$ cat src/rtl/itg_pkg.sv
package itg_pkg;
  // register byte offsets (8-byte registers)
  localparam logic [7:0] A_CTRL  = 8'h20;
  localparam logic [7:0] A_ICTL  = 8'h58;
  localparam logic [7:0] A_PAGE  = 8'h60;
  localparam logic [7:0] A_NTF   = 8'h68;
  localparam logic [7:0] A_OFS   = 8'h70;
  localparam logic [7:0] A_LEVEL = 8'h78;

  // bit positions, LSB-numbered
  localparam int B_METHOD = 63;  // interrupt control: level method
  localparam int B_SRCRST = 62;  // interrupt control: reset sources
  localparam int B_PG64K  = 62;  // page base: 64 KiB pages
  localparam int B_VALID  = 0;   // page base / notification valid
  localparam int B_SEOI   = 51;  // control: store EOI
  localparam int B_ERR    = 0;   // control: sticky write error

  // level word bit that belongs to a source (source 0 in the MSB)
  function automatic logic [63:0] src_bit(input int unsigned n);
    return 64'h1 << (63 - n);
  endfunction

  // trigger payload: base | index | checked flag in bit 31
  function automatic logic [63:0] trig_word(input logic [31:0] base,
                                            input logic [31:0] idx,
                                            input logic        pq);
    return {32'h0, base | idx | {pq, 31'h0}};
  endfunction
endpackage

$ cat src/rtl/itg_regs.sv
module itg_regs
  import itg_pkg::*;
(
  input  logic        clk,
  input  logic        rst_n,
  input  logic        we,
  input  logic [7:0]  addr,
  input  logic [63:0] wdata,
  input  logic        err_set,
  output logic [63:0] ctrl_q,
  output logic [63:0] ictl_q,
  output logic [63:0] page_q,
  output logic [63:0] ntf_q,
  output logic [63:0] ofs_q,
  output logic        err_q,
  output logic        clr_all,
  output logic        map_q,
  output logic        unmap_q
);
  logic wr_ctrl, wr_ictl, wr_page, wr_ntf, wr_ofs;

  assign wr_ctrl = we && (addr == A_CTRL);
  assign wr_ictl = we && (addr == A_ICTL);
  assign wr_page = we && (addr == A_PAGE);
  assign wr_ntf  = we && (addr == A_NTF);
  assign wr_ofs  = we && (addr == A_OFS);
  assign clr_all = wr_ictl && wdata[B_SRCRST];

  always_ff @(posedge clk) begin
    if (!rst_n) begin
      ctrl_q  <= '0;
      ictl_q  <= '0;
      page_q  <= '0;
      ntf_q   <= '0;
      ofs_q   <= '0;
      err_q   <= 1'b0;
      map_q   <= 1'b0;
      unmap_q <= 1'b0;
    end else begin
      if (wr_ctrl) ctrl_q <= {wdata[63:1], 1'b0};
      if (wr_ictl) ictl_q <= wdata;
      if (wr_page) page_q <= wdata;
      if (wr_ntf)  ntf_q  <= wdata;
      if (wr_ofs)  ofs_q  <= wdata;
      if (err_set)                        err_q <= 1'b1;
      else if (wr_ctrl && wdata[B_ERR])   err_q <= 1'b0;
      map_q   <= wr_page &&  wdata[B_VALID] && !page_q[B_VALID];
      unmap_q <= wr_page && !wdata[B_VALID] &&  page_q[B_VALID];
    end
  end
endmodule

$ cat src/rtl/itg_srcs.sv
module itg_srcs #(
  parameter int NSRC = 14,
  parameter int IDXW = 6
) (
  input  logic            clk,
  input  logic            rst_n,
  input  logic            evt_valid,
  input  logic [IDXW-1:0] evt_idx,
  input  logic            evt_state,
  input  logic            evt_pq,
  input  logic            method,
  input  logic            clr_all,
  input  logic            take,
  output logic [63:0]     level,
  output logic            any_pend,
  output logic [IDXW-1:0] sel_idx,
  output logic            sel_pq
);
  localparam int LVLW = 64;

  logic [NSRC-1:0] lvl_q, pend_q, pq_q;
  logic            accept;

  assign accept = evt_valid && !method && (32'(evt_idx) < NSRC);

  for (genvar g = 0; g < NSRC; g++) begin : g_src
    logic hit;
    assign hit = accept && (evt_idx == IDXW'(g));
    always_ff @(posedge clk) begin
      if (!rst_n || clr_all) begin
        lvl_q[g]  <= 1'b0;
        pend_q[g] <= 1'b0;
        pq_q[g]   <= 1'b0;
      end else begin
        if (hit) lvl_q[g] <= evt_state;
        if (hit && evt_state) begin
          pend_q[g] <= 1'b1;
          pq_q[g]   <= evt_pq;
        end else if (take && sel_idx == IDXW'(g)) begin
          pend_q[g] <= 1'b0;
        end
      end
    end
  end

  always_comb begin
    level = '0;
    for (int i = 0; i < NSRC; i++) level[LVLW-1-i] = lvl_q[i];
  end

  always_comb begin
    sel_idx = '0;
    sel_pq  = 1'b0;
    for (int i = NSRC - 1; i >= 0; i--) begin
      if (pend_q[i]) begin
        sel_idx = IDXW'(i);
        sel_pq  = pq_q[i];
      end
    end
  end

  assign any_pend = |pend_q;
endmodule

$ cat src/rtl/itg_tx.sv
module itg_tx
  import itg_pkg::*;
#(
  parameter int IDXW = 6
) (
  input  logic            clk,
  input  logic            rst_n,
  input  logic            any_pend,
  input  logic [IDXW-1:0] sel_idx,
  input  logic            sel_pq,
  input  logic [63:0]     ntf_cfg,
  input  logic [31:0]     base,
  input  logic            ready,
  input  logic            err,
  output logic            take,
  output logic            err_set,
  output logic            valid_q,
  output logic [63:0]     addr_q,
  output logic [63:0]     data_q
);
  assign take    = any_pend && !valid_q;
  assign err_set = valid_q && ready && err;

  always_ff @(posedge clk) begin
    if (!rst_n) begin
      valid_q <= 1'b0;
      addr_q  <= '0;
      data_q  <= '0;
    end else if (take && ntf_cfg[B_VALID]) begin
      valid_q <= 1'b1;
      addr_q  <= {ntf_cfg[63:1], 1'b0};
      data_q  <= trig_word(base, 32'(sel_idx), sel_pq);
    end else if (valid_q && ready) begin
      valid_q <= 1'b0;
    end
  end
endmodule

$ cat src/rtl/irq_trig_gen.sv
module irq_trig_gen
  import itg_pkg::*;
#(
  parameter int NSRC = 14,
  parameter int IDXW = 6
) (
  input  logic            clk,
  input  logic            rst_n,
  input  logic            reg_we,
  input  logic [7:0]      reg_addr,
  input  logic [63:0]     reg_wdata,
  output logic [63:0]     reg_rdata,
  input  logic            evt_valid,
  input  logic [IDXW-1:0] evt_idx,
  input  logic            evt_state,
  input  logic            evt_pq,
  output logic            ntf_valid,
  input  logic            ntf_ready,
  input  logic            ntf_err,
  output logic [63:0]     ntf_addr,
  output logic [63:0]     ntf_data,
  output logic            store_eoi,
  output logic            pg_64k,
  output logic [63:0]     pg_addr,
  output logic            pg_map,
  output logic            pg_unmap
);
  logic [63:0]     ctrl_q, ictl_q, page_q, ntf_q, ofs_q, level_w;
  logic            err_q, clr_all, take, err_set, any_pend, sel_pq;
  logic [IDXW-1:0] sel_idx;

  itg_regs u_regs (
    .clk(clk), .rst_n(rst_n), .we(reg_we), .addr(reg_addr), .wdata(reg_wdata),
    .err_set(err_set), .ctrl_q(ctrl_q), .ictl_q(ictl_q), .page_q(page_q),
    .ntf_q(ntf_q), .ofs_q(ofs_q), .err_q(err_q), .clr_all(clr_all),
    .map_q(pg_map), .unmap_q(pg_unmap)
  );

  itg_srcs #(.NSRC(NSRC), .IDXW(IDXW)) u_srcs (
    .clk(clk), .rst_n(rst_n), .evt_valid(evt_valid), .evt_idx(evt_idx),
    .evt_state(evt_state), .evt_pq(evt_pq), .method(ictl_q[B_METHOD]),
    .clr_all(clr_all), .take(take), .level(level_w), .any_pend(any_pend),
    .sel_idx(sel_idx), .sel_pq(sel_pq)
  );

  itg_tx #(.IDXW(IDXW)) u_tx (
    .clk(clk), .rst_n(rst_n), .any_pend(any_pend), .sel_idx(sel_idx),
    .sel_pq(sel_pq), .ntf_cfg(ntf_q), .base(ofs_q[63:32]), .ready(ntf_ready),
    .err(ntf_err), .take(take), .err_set(err_set), .valid_q(ntf_valid),
    .addr_q(ntf_addr), .data_q(ntf_data)
  );

  always_comb begin
    case (reg_addr)
      A_CTRL:  reg_rdata = {ctrl_q[63:1], err_q};
      A_ICTL:  reg_rdata = ictl_q;
      A_PAGE:  reg_rdata = page_q;
      A_NTF:   reg_rdata = ntf_q;
      A_OFS:   reg_rdata = ofs_q;
      A_LEVEL: reg_rdata = level_w;
      default: reg_rdata = '1;
    endcase
  end

  assign store_eoi = ctrl_q[B_SEOI];
  assign pg_64k    = page_q[B_PG64K];
  assign pg_addr   = page_q & ~(64'h1 << B_PG64K) & ~64'h1;
endmodule

$ cat config.mk
export PLATFORM = sky130hd
export DESIGN_NAME = irq_trig_gen
export DESIGN_NICKNAME = d
export VERILOG_FILES = /design/src/rtl/itg_pkg.sv /design/src/rtl/itg_regs.sv /design/src/rtl/itg_srcs.sv /design/src/rtl/itg_tx.sv /design/src/rtl/irq_trig_gen.sv
export SDC_FILE = /design/constraint.sdc
export NUM_CORES = 1
export LEC_CHECK = 0
export BUFFER_PORTS_ARGS = -buffer_cell sky130_fd_sc_hd__buf_4
export CORE_ASPECT_RATIO = 1.2
export CORE_UTILIZATION = 50
export CTS_CLUSTER_DIAMETER = 120
export CTS_CLUSTER_SIZE = 10
export DETAILED_ROUTE_END_ITERATION = 16
export HOLD_SLACK_MARGIN = 0.12
export PLACE_DENSITY = 0.72
export SLEW_MARGIN = 20
export SYNTH_ARGS = -nofsm -noshare
export SYNTH_HDL_FRONTEND = slang
export SYNTH_HIERARCHICAL = 1
export SYNTH_SLANG_ARGS = --single-unit
$ cat constraint.sdc
create_clock -name clk -period 5.86 [get_ports clk]
set_input_delay 1.465 -clock clk [delete_from_list [all_inputs] [get_ports clk]]
set_output_delay 1.465 -clock clk [all_outputs]
set_load 0.01 [all_outputs]
* Yosys cells after proc, flatten, opt, wreduce, memory -nomap -nowiden
Cells that the tools add are included.
W data, S select, Z words.
** Word-level totals
- Bits in registers :: 460
- Output and inout bits :: 261
- Input port bits :: 86
- Logic and storage cells :: 233
** Cells by class
- Reductions and logical operators :: 84
- Equal/unequal tests :: 32
- Muxes and demuxes :: 61
- Bitwise gates (word level) :: 2
- Order comparisons :: 1
** Operator list (count)
- $pmux W64 S6 :: 1
- $logic_and A1 B1 Y1 :: 59
- $mux W4 :: 14
- $mux W1 :: 46
- $eq A8 B7 Y1 const B :: 5
- $eq A6 B4 Y1 const B :: 6
- $or A32 B32 Y32 :: 1
- $or A32 B4 Y32 :: 1
- $reduce_bool A2 Y1 :: 16
- $eq A4 B4 Y1 const B :: 6
- $eq A6 B3 Y1 const B :: 4
- $eq A4 B3 Y1 const B :: 4
- $reduce_or A14 Y1 :: 1
- $eq A6 B2 Y1 const B :: 2
- $logic_not A6 Y1 :: 2
- $eq A4 B2 Y1 const B :: 2
- $eq A8 B6 Y1 const B :: 1
- $eq A6 B1 Y1 const B :: 1
- $lt A6 B4 Y1 const B :: 1
- $logic_not A1 Y1 :: 5
- $eq A4 B1 Y1 const B :: 1
- $logic_or A1 B1 Y1 :: 1

* Depth between registers and ports, before layout
- Word-level depth :: 18
- Depth in mapped cells :: 9
- Gate-level depth less buffers :: 8

* By module
Netlist, hierarchy kept.
** By module, submodules not included
- itg_regs :: area each 11657.4 um^2, cells each 1124, instances 1, seq. area each 6446.2 um^2
- itg_tx :: area each 4067.7 um^2, cells each 452, instances 1, seq. area each 1921.8 um^2
- irq_trig_gen :: area each 2989.1 um^2, cells each 407, instances 1, seq. area each 0.0 um^2
- itg_srcs :: area each 2408.6 um^2, cells each 305, instances 1, seq. area each 840.8 um^2

* Least setup slack after synthesis
Ideal clock, no wire load.
- Path type :: input port to output port
- Start :: input reg_addr[1]
- End :: output reg_rdata[10]
- Data arrival time :: 2.636 ns
- Path buffers :: 2
- Path slack :: 1.759 ns
- Data required time :: 4.395 ns
- Stages :: 5
- Cell sequence :: nor4_2 -> buf_2 -> nand2_2 -> clkbuf_1 -> o211ai_1
** Between the ends
- Cells in the longest elaborated chain, start to end :: 2
- Elaborated cells on any way between the ends :: 7
- Classes of those cells :: eq/ne: 6; mux: 1
** RTL lines
- start, declared :: line irq_trig_gen.sv:10 : input logic [7:0] reg_addr,
- $eq A8 B7 Y1 or $eq A8 B6 Y1 (tied branches) :: line irq_trig_gen.sv:54 : case (reg_addr)
- $pmux W64 S6 (*) :: line irq_trig_gen.sv:54
- end, declared :: line irq_trig_gen.sv:12 : output logic [63:0] reg_rdata,
Every way passes the cells marked *; elsewhere a longest branch is shown, timed or not.

* Final worst setup path
- Start :: input reg_addr[7]
- End :: output reg_rdata[15]
The elaborated chain is that of the path after synthesis.

==> results.json <==
{
  "r2r-start": "u_srcs/pend_q[3]",
  "cts_setup_buffers": 0,
  "fillCellCount": 3693,
  "avgSynthCellArea_um2": 9.24,
  "power.net_switching_mw": 1.41,
  "via_count": 17500,
  "p_int_mw": 4.75,
  "crit_path_end_kind": "output port",
  "fin_skew_ps": 19.9,
  "cpMostUsedCell": "buf_4",
  "rsz0062_at_grt": "no",
  "pwr-share-seq_pct": 50.9,
  "setup_tns_ps": 0,
  "pwr-share-comb_pct": 4.9,
  "p_leak_nw": 10.6,
  "worstPathRequired_ps": 4390,
  "drtPass1Iterations": 5,
  "cts_buffers": 51,
  "min_path_type": "reg -> reg",
  "fin_crit_sh_pct": 82.6,
  "power.density_nw_per_um2": 251,
  "cts_hold_buf": 0,
  "max_freq_ghz": 0.207,
  "swShare_pct": 22.9,
  "initial_utilization_pct": 50.7,
  "drtAntennaViolNets": 0,
  "seq_area_um2": 9210,
  "gr-total-overflow": 0,
  "slowest_delay_ps": 720,
  "wl_um": 60800,
  "setup-violations-final": 0,
  "drv_slew": 0,
  "wl_per_cell_um": 20.1,
  "grt_pass1_vias": 16900,
  "drive_above_1_share_pct": 16.8,
  "holdPathStages": 2,
  "path_max_fanout": 64,
  "row_count": 82,
  "fin_nets": 2569,
  "track_usage_pct": 27.1,
  "dr.first_iter.drc_count": 1117,
  "multiInputGateArea_um2": 10700,
  "r2r_end": "u_tx/addr_q[28]",
  "hold_violations": 0,
  "holdPathEnd": "u_regs/ofs_q[15]",
  "ios": 347,
  "maxCapViolations": 0,
  "grt_pass1_wl_um": 92800,
  "cp_num_cells": 6,
  "clockBufferDepth": 3,
  "cts.clk_slew.worst_paths_ps": 50,
  "hold_start": "u_regs/ofs_q[15]",
  "path_class": "in -> out",
  "clockPowerShare_pct": 44.2,
  "max_slew_margin_pct": 27.9,
  "htree_levels": 2,
  "dieArea_um2": 43100,
  "critPathLaunchType": "input pin",
  "die_w_um": 190,
  "reg2reg_slack_ps": 3200,
  "critical-path-slowest-cell": "buf_4",
  "reg2reg_depth": 5,
  "clkSinkCount": 460,
  "cts_tree": "yes",
  "die_h_um": 227,
  "cts_resized": 0,
  "drc": 0,
  "crit_buf_inv": 3,
  "hpwl_um": 37800,
  "cts-root-buf": "clkbuf_16",
  "outcome": "finished, final reports clean",
  "port-buffer-count": 311,
  "netlist_instances": 2286,
  "crit_arrival_ps": 3380,
  "clk_latency_ps": 570,
  "antenna_found_initial": 1,
  "viasPerCell": 5.77,
  "syn_to_final_growth_pct": 16.4,
  "worst_pin_slew_ps": 1080,
  "core_area_um2": 41700,
  "synth_warnings": 6,
  "cp_cell_sequence": "buf_4, and3b_4, buf_4, a22oi_1, o211ai_1, buf_4",
  "path_delay_family": "buffers and inverters",
  "place_congestion": 0.879,
  "irDropWorstVdd_mv": 0.235,
  "syn_area_um2": 21100,
  "grt_max_degree": 219,
  "hold_ws_ps": 458,
  "power.total_mw": 6.16,
  "finalCriticalPeriod_ps": 4840
}
[per-layer routing]
| layer | wire (um) | GRT usage, % | share of wire (%) |
|---|---|---|---|
| met3 | 4120 | 4.64 | 6.8 |
| met5 | 0 | 0 | 0 |
| met1 | 25900 | 34.7 | 43 |
| met4 | 1940 | 10.6 | 3.2 |
| met2 | 28900 | 45.5 | 47 |
[final cells by class]
class	instances	area share [%]
diodes	1	0.0102
clock buffers	51	5.20
clock inverters	3	0.107
inverters	10	0.153
multi-input cells	1624	43.5
flip-flops and latches	460	37.5
well taps	546	2.78
repair buffers	336	10.8
[power by group through the flow]
stage	logic [mW]	clock network, mW	registers (mW)
6_report	0.302	2.72	3.14
3_5_place_dp	0.298	0	3.20
3_3_place_gp	0.294	0	3.20
2_1_floorplan	0.215	0	3.20
5_1_grt	0.326	2.89	3.13
4_1_cts	0.299	2.76	3.13
[worst max-delay path by stage]
| stage | startpoint | to | slack, ps |
|---|---|---|---|
| 2_1_floorplan | reg_addr[1] | reg_rdata[10] | 1760 |
| 5_1_grt | reg_addr[1] | reg_rdata[15] | 930 |
| 3_5_place_dp | reg_addr[7] | reg_rdata[15] | 1050 |
| 3_3_place_gp | reg_addr[1] | reg_rdata[15] | 1060 |
| 4_1_cts | reg_addr[1] | reg_rdata[15] | 1050 |
| 6_report | reg_addr[7] | reg_rdata[15] | 1020 |
[worst reg2reg max path: stages (launching register included)]
cell and delay (ps):
dfxtp_1 370, nor4_1 830, nand3_1 190, and3b_4 380, buf_4 460, mux2i_1 260
[layout by cell type, fill, tap and decap left out, types with 3 or more instances in the layout]
cell type	count
nand2_1	600
dfxtp_1	460
mux2i_1	424
buf_4	326
a22oi_1	126
a22o_1	126
conb_1	87
o211ai_1	64
clkbuf_16	51
a21oi_1	33
o21ai_0	27
nor2_1	21
nand3_1	19
nor2b_1	12
inv_1	9
and3_1	9
buf_12	9
nand2b_1	7
nand4_1	6
a31oi_1	3
inv_6	3
and3b_1	3
nor3b_1	3
nor4_1	3
nor3_1	3
o31ai_1	3
[sequential cells by signal, summed over array words and instances (netlist names), 14 cells and up]
name           count
u_regs/ctrl_q     63
u_regs/page_q     64
u_regs/ofs_q      64
u_tx/data_q       32
u_srcs/pend_q     14
u_tx/addr_q       63
u_srcs/pq_q       14
u_regs/ictl_q     64
u_srcs/level      14
u_regs/ntf_q      64
[through the flow]
stage          utilization, %  setup WS (ps)  cell area [um^2]  instances
6_report                 59.0           1020             24600       3031
5_1_grt                  59.0            932             24600       3030
4_1_cts                  58.9           1050             24500       3029
3_5_place_dp             55.8           1050             23200       2975
3_3_place_gp             55.8           1060             23200       2975
2_1_floorplan               -           1760             21400       2370
(Power assumes the default switching activity.)
